`src/rtl/dr_minterm_celem.sv`:
```
// Module dr_minterm_celem
// The hysteresis element for one input word INDEX. For each input j it
// picks the positive rail when bit j of INDEX is 1 and the negative rail
// otherwise. The state sets when every picked rail is high, clears when
// every picked rail is low, and holds in all other cases.
// Assumes the rails arrive already sampled into the clock domain.
module dr_minterm_celem #(
    parameter int K     = 3,
    parameter int INDEX = 0
) (
    input  logic         clk,
    input  logic         rst_n,
    input  logic [K-1:0] in_pos,
    input  logic [K-1:0] in_neg,
    output logic         state_o
);
    localparam logic [K-1:0] SEL = INDEX[K-1:0];

    logic [K-1:0] picked;
    logic         all_hi;
    logic         all_lo;

    // Pick the rail that each input contributes to this word.
    always_comb begin
        for (int j = 0; j < K; j++) begin
            picked[j] = SEL[j] ? in_pos[j] : in_neg[j];
        end
    end

    assign all_hi = &picked;
    assign all_lo = ~|picked;

    // Hysteresis register: set on all-high, clear on all-low, otherwise hold.
    always_ff @(posedge clk) begin
        if (!rst_n)      state_o <= 1'b0;
        else if (all_hi) state_o <= 1'b1;
        else if (all_lo) state_o <= 1'b0;
    end
endmodule

```
`src/rtl/dr_rail_merge.sv`:
```
// Module dr_rail_merge
// The OR stage. Word states whose table bit is 1 feed the true rail, and
// the others feed the false rail. As a guard, both rails are forced low if
// both would be high, which can only happen after illegal input codes.
module dr_rail_merge #(
    parameter int                   K     = 3,
    parameter logic [(1<<K)-1:0]    TABLE = '0
) (
    input  logic [(1<<K)-1:0] word_st,
    output logic              out_pos,
    output logic              out_neg
);
    logic raw_t;
    logic raw_f;

    // Sum of words for each polarity.
    always_comb begin
        raw_t = |(word_st & TABLE);
        raw_f = |(word_st & ~TABLE);
    end

    assign out_pos = raw_t & ~raw_f;
    assign out_neg = raw_f & ~raw_t;
endmodule

```
`src/rtl/dr_code_check.sv`:
```
// Module dr_code_check
// Registers a flag whenever any input shows the illegal 11 code.
// The flag is not sticky: it follows the inputs with a delay of one cycle.
module dr_code_check #(
    parameter int K = 3
) (
    input  logic         clk,
    input  logic         rst_n,
    input  logic [K-1:0] in_pos,
    input  logic [K-1:0] in_neg,
    output logic         err_o
);
    logic any_bad;

    assign any_bad = |(in_pos & in_neg);

    // Capture the illegal-code indication once per clock.
    always_ff @(posedge clk) begin
        if (!rst_n) err_o <= 1'b0;
        else        err_o <= any_bad;
    end
endmodule

```
`src/rtl/dr_cgate.sv`:
```
// Module dr_cgate
// A K-input dual-rail complex gate built as a sum of words. There is one
// hysteresis element per input word, and an OR stage drives both output
// rails. TABLE bit i holds the function value for input word i, with input
// 0 as the least significant bit.
// Assumes the inputs follow the four-phase order: spacer, then valid, then
// spacer, with no direct change between valid codes.
module dr_cgate #(
    parameter int                K     = 3,
    parameter logic [(1<<K)-1:0] TABLE = 8'hD2
) (
    input  logic         clk,
    input  logic         rst_n,
    input  logic [K-1:0] in_pos,
    input  logic [K-1:0] in_neg,
    output logic         out_pos,
    output logic         out_neg,
    output logic         code_err
);
    localparam int WORDS = 1 << K;

    logic [WORDS-1:0] word_st;

    // One hysteresis element for each input word.
    for (genvar w = 0; w < WORDS; w++) begin : g_word
        dr_minterm_celem #(.K(K), .INDEX(w)) celem_i (
            .clk    (clk),
            .rst_n  (rst_n),
            .in_pos (in_pos),
            .in_neg (in_neg),
            .state_o(word_st[w])
        );
    end

    dr_rail_merge #(.K(K), .TABLE(TABLE)) merge_i (
        .word_st(word_st),
        .out_pos(out_pos),
        .out_neg(out_neg)
    );

    dr_code_check #(.K(K)) chk_code_i (
        .clk   (clk),
        .rst_n (rst_n),
        .in_pos(in_pos),
        .in_neg(in_neg),
        .err_o (code_err)
    );
endmodule

```
`config.mk`:
```
export PLATFORM = sky130hd
export DESIGN_NAME = dr_cgate
export DESIGN_NICKNAME = d
export VERILOG_FILES = /design/src/rtl/dr_minterm_celem.sv /design/src/rtl/dr_rail_merge.sv /design/src/rtl/dr_code_check.sv /design/src/rtl/dr_cgate.sv
export SDC_FILE = /design/constraint.sdc
export NUM_CORES = 1
export LEC_CHECK = 0
export ABC_AREA = 0
export BUFFER_PORTS_ARGS = -buffer_cell sky130_fd_sc_hd__buf_2
export CAP_MARGIN = 5
export CORE_AREA = 2 2 39 41
export CTS_BUF_LIST = sky130_fd_sc_hd__clkbuf_8
export DETAILED_ROUTE_END_ITERATION = 10
export DIE_AREA = 0 0 41 43
export PLACE_DENSITY = 0.6
export SYNTH_ARGS = -nofsm -noshare
export SYNTH_HDL_FRONTEND = slang
export SYNTH_SLANG_ARGS = --single-unit
```
`constraint.sdc`:
```
create_clock -name clk -period 2.4 [get_ports clk]
set_input_delay 0.48 -clock clk [delete_from_list [all_inputs] [get_ports clk]]
set_output_delay 0.48 -clock clk [all_outputs]
set_load 0.02 [all_outputs]
```
==> key figures <==
Status
  • Status: finished clean

STA
  • # setup viols final: 0
  • Slew margin rel.: 74.5%
  • Fmax: 544 MHz
  • Setup TNS: 0 ns
  • Worst Tran Pin Value: 0.378 ns
  • RSZ-0062 raised after global routing: no
  • Setup ws final: 0.560 ns
  • Clock skew: 0 ns
  • Min Tclk post-route: 1.84 ns
  • Hold slack: 0.490 ns
  • Final slew viol count: 0
  • Final period util: 76.7%
  • Fin. Hold Viols: 0

Final layout
  • Syn-to-layout area delta: 23.9%
  • Nets: 67
  • Finished Cell Area: 493 µm²
  • N_diodes: 0
  • Share of cells above drive strength 1: 24.1%

Power
  • Final total power: 0.000402 W
  • Peak supply drop: 0.219 mV
  • PwrDens: 815 mW/mm²
  • LEAKAGE: 0.196 nW

Floorplan
  • Die height: 43 µm
  • Row cnt: 14
  • Die X: 41 µm
  • Core Region: 0.00138 mm²
  • IO Pins: 11
  • Die Area: 0.00176 mm²
  • Initial Utilization: 28.8%

Critical path
  • Worst setup EP type: primary output
  • Startpoint Class: flip-flop
  • R2r startpoint: g_word[7].celem_i.state_o
  • Critical path peak fanout: 3
  • R2R Path End: g_word[7].celem_i.state_o
  • Worst endpoint required time: 1.92 ns
  • Setup slack, reg-to-reg: 1.76 ns
  • WS Path Type: flip-flop to primary output
  • R2r worst-path depth: 2
  • Worst path cell trace: or4_4, and2_1, buf_2
  • Critical path's largest stage delay: 0.53 ns
  • CP delay by family, top: simple AND/OR/NAND/NOR gates
  • Slowest CP cell: or4_4
  • Critical path arrival: 1.36 ns
  • Critical path buffers and inverters: 1

Synthesis
  • Syn Area/Cell: 8.12 µm²
  • Top post-synthesis cells by area: dfxtp_1, o211ai_1, a21oi_1, o21ai_0, nand2_1
  • Synth area leader: dfxtp_1
  • Syn. warnings: 0
  • Seq/Total Area, Yosys: 45.3%
  • Mapped Cells: 49
  • Top cells by count, synth: dfxtp_1, a21oi_1, nand2_1, o211ai_1, o21ai_0
  • Most frequent cell after synthesis: dfxtp_1
  • Most used flip-flop cell after synthesis: dfxtp_1
  • #FFs+latches synth: 9
  • Synthesized net count: 57
  • Post-synthesis cell area: 398 µm²
  • EDFF count, synth: 0
  • Yosys top cell area share: 45.3%
  • Netlist cell types: 14
  • Post-synthesis async set-or-reset flop share: 0%

GRT
  • Tot GR Track Use: 11.9%
  • Antenna violations before repair: 0
  • Grt ovf: 0
  • Vias in the first global route: 342
  • First-pass GRT wire length: 1420 µm
  • Pin count of the biggest net entering global routing: 14

Clock network
  • Root Driver: clkbuf_8
  • CTS tree: done
  • Skew-Pair Late Insertion Delay: 0.23 ns
  • Clock sinks: 9
  • Worst-path clk slew: 0.04 ns
  • Post_cts resized: 0
  • Cts bufs inserted: 3
  • CTS Buffer Depth: 2
  • # hold bufs at CTS: 0
  • Post-CTS Setup Bufs: 0
  • H-tree Lvls: 1

Detailed routing
  • First DRT Iteration DRCs: 17
  • Via Count: 389
  • DR pass1 iterations: 4
  • Vias per std cell: 5.26
  • Antenna viol nets, final: 0
  • Detailed-route wire length per cell: 11.6 µm
  • Drt drc: 0
  • Post-Route WL: 861 µm

Worst hold path
  • Hold Path Stages: 2
  • Hold Startpoint: g_word[6].celem_i.state_o
  • Hold endpoint: g_word[6].celem_i.state_o
  • Worst hold-check path type: flip-flop to flip-flop

Placed design
  • DP Wirelength: 639 µm
  • RePlAce Congestion: 0.660
  • Cell Area, Placed: 448 µm²
  • DP Worst Slack: 0.801 ns
  • Port bufs: 10

Run
  • # Max-Cap Violations: 0
-- cell families (layout without fill, tap and decap cells) --
family	count (synthesis)	count (layout)	share of synthesized area (%)
buffers and inverters	5	14	5.03
flip-flops	9	9	45.3
AND/OR/NAND/NOR	12	12	15.1
AO/OA/AOI/OAI	23	23	34.6
-- final cells by class --
| cell class | count | area [µm²] |
|---|---|---|
| Timing Repair Buffer | 10 | 50.0 |
| Fill cell | 155 | 891 |
| Tap cell | 16 | 20.0 |
| Clock inverter | 1 | 3.75 |
| Clock buffer | 3 | 41.3 |
| Sequential cell | 9 | 180 |
| Multi-Input combinational cell | 35 | 198 |
-- report_power, final --
group | total [W] | leakage [nW] | internal (W) | switching, W
sequential | 0.000170 | 0.0742 | 0.000162 | 0.00000815
clock | 0.000168 | 0.0269 | 0.000111 | 0.0000568
combinational | 0.0000642 | 0.0949 | 0.0000271 | 0.0000371
-- worst max path at each step --
| stage | start | endpoint | slack [ns] | depth (start not counted) |
|---|---|---|---|---|
| 2_1_floorplan | g_word[3].celem_i.state_o | out_pos | 0.79 | 2 |
| 3_3_place_gp | g_word[3].celem_i.state_o | out_pos | 0.81 | 3 |
| 3_5_place_dp | g_word[3].celem_i.state_o | out_neg | 0.80 | 3 |
| 4_1_cts | g_word[3].celem_i.state_o | out_pos | 0.55 | 3 |
| 5_1_grt | g_word[3].celem_i.state_o | out_pos | 0.48 | 3 |
| 6_report | g_word[3].celem_i.state_o | out_neg | 0.56 | 3 |
-- registers in the layout, summed over array words and instances, names as in the netlist --
name	count
chk_code_i.err_o	1
g_word.celem_i.state_o	8
-- layer usage --
layer / wire, µm / GRT usage [%] / up-vias
met4: 0 / 6.00 / 0
met3: 83 / 4.71 / 0
met1: 397 / 15.1 / 173
li1: - / - / 200
met5: 0 / 0 / -
met2: 380 / 16.9 / 16
-- per-stage QoR --
stage / util [%] / cells
6_report: 35.6 / 74
4_1_cts: 35.6 / 74
3_3_place_gp: 32.4 / 70
3_5_place_dp: 32.4 / 70
2_1_floorplan: - / 49
5_1_grt: 35.6 / 74
-- worst register-to-register path: cells and delay by family, from the launching register on --
family,cells,cell delay (ns)
AO/OA/AOI/OAI,2,0.20
flip-flops,1,0.32
-- layout by cell type (no fill, tap or decap) --
cell,count
nor2_1,2
o21ai_0,6
clkbuf_8,3
a222oi_1,1
inv_1,1
o211ai_1,6
nor4_1,1
dfxtp_1,9
or4_4,1
a21oi_1,8
nand2_1,6
o22ai_1,2
buf_2,10
and2_1,1
nor2b_1,1
No activity file was read; power rests on OpenSTA's default activity.
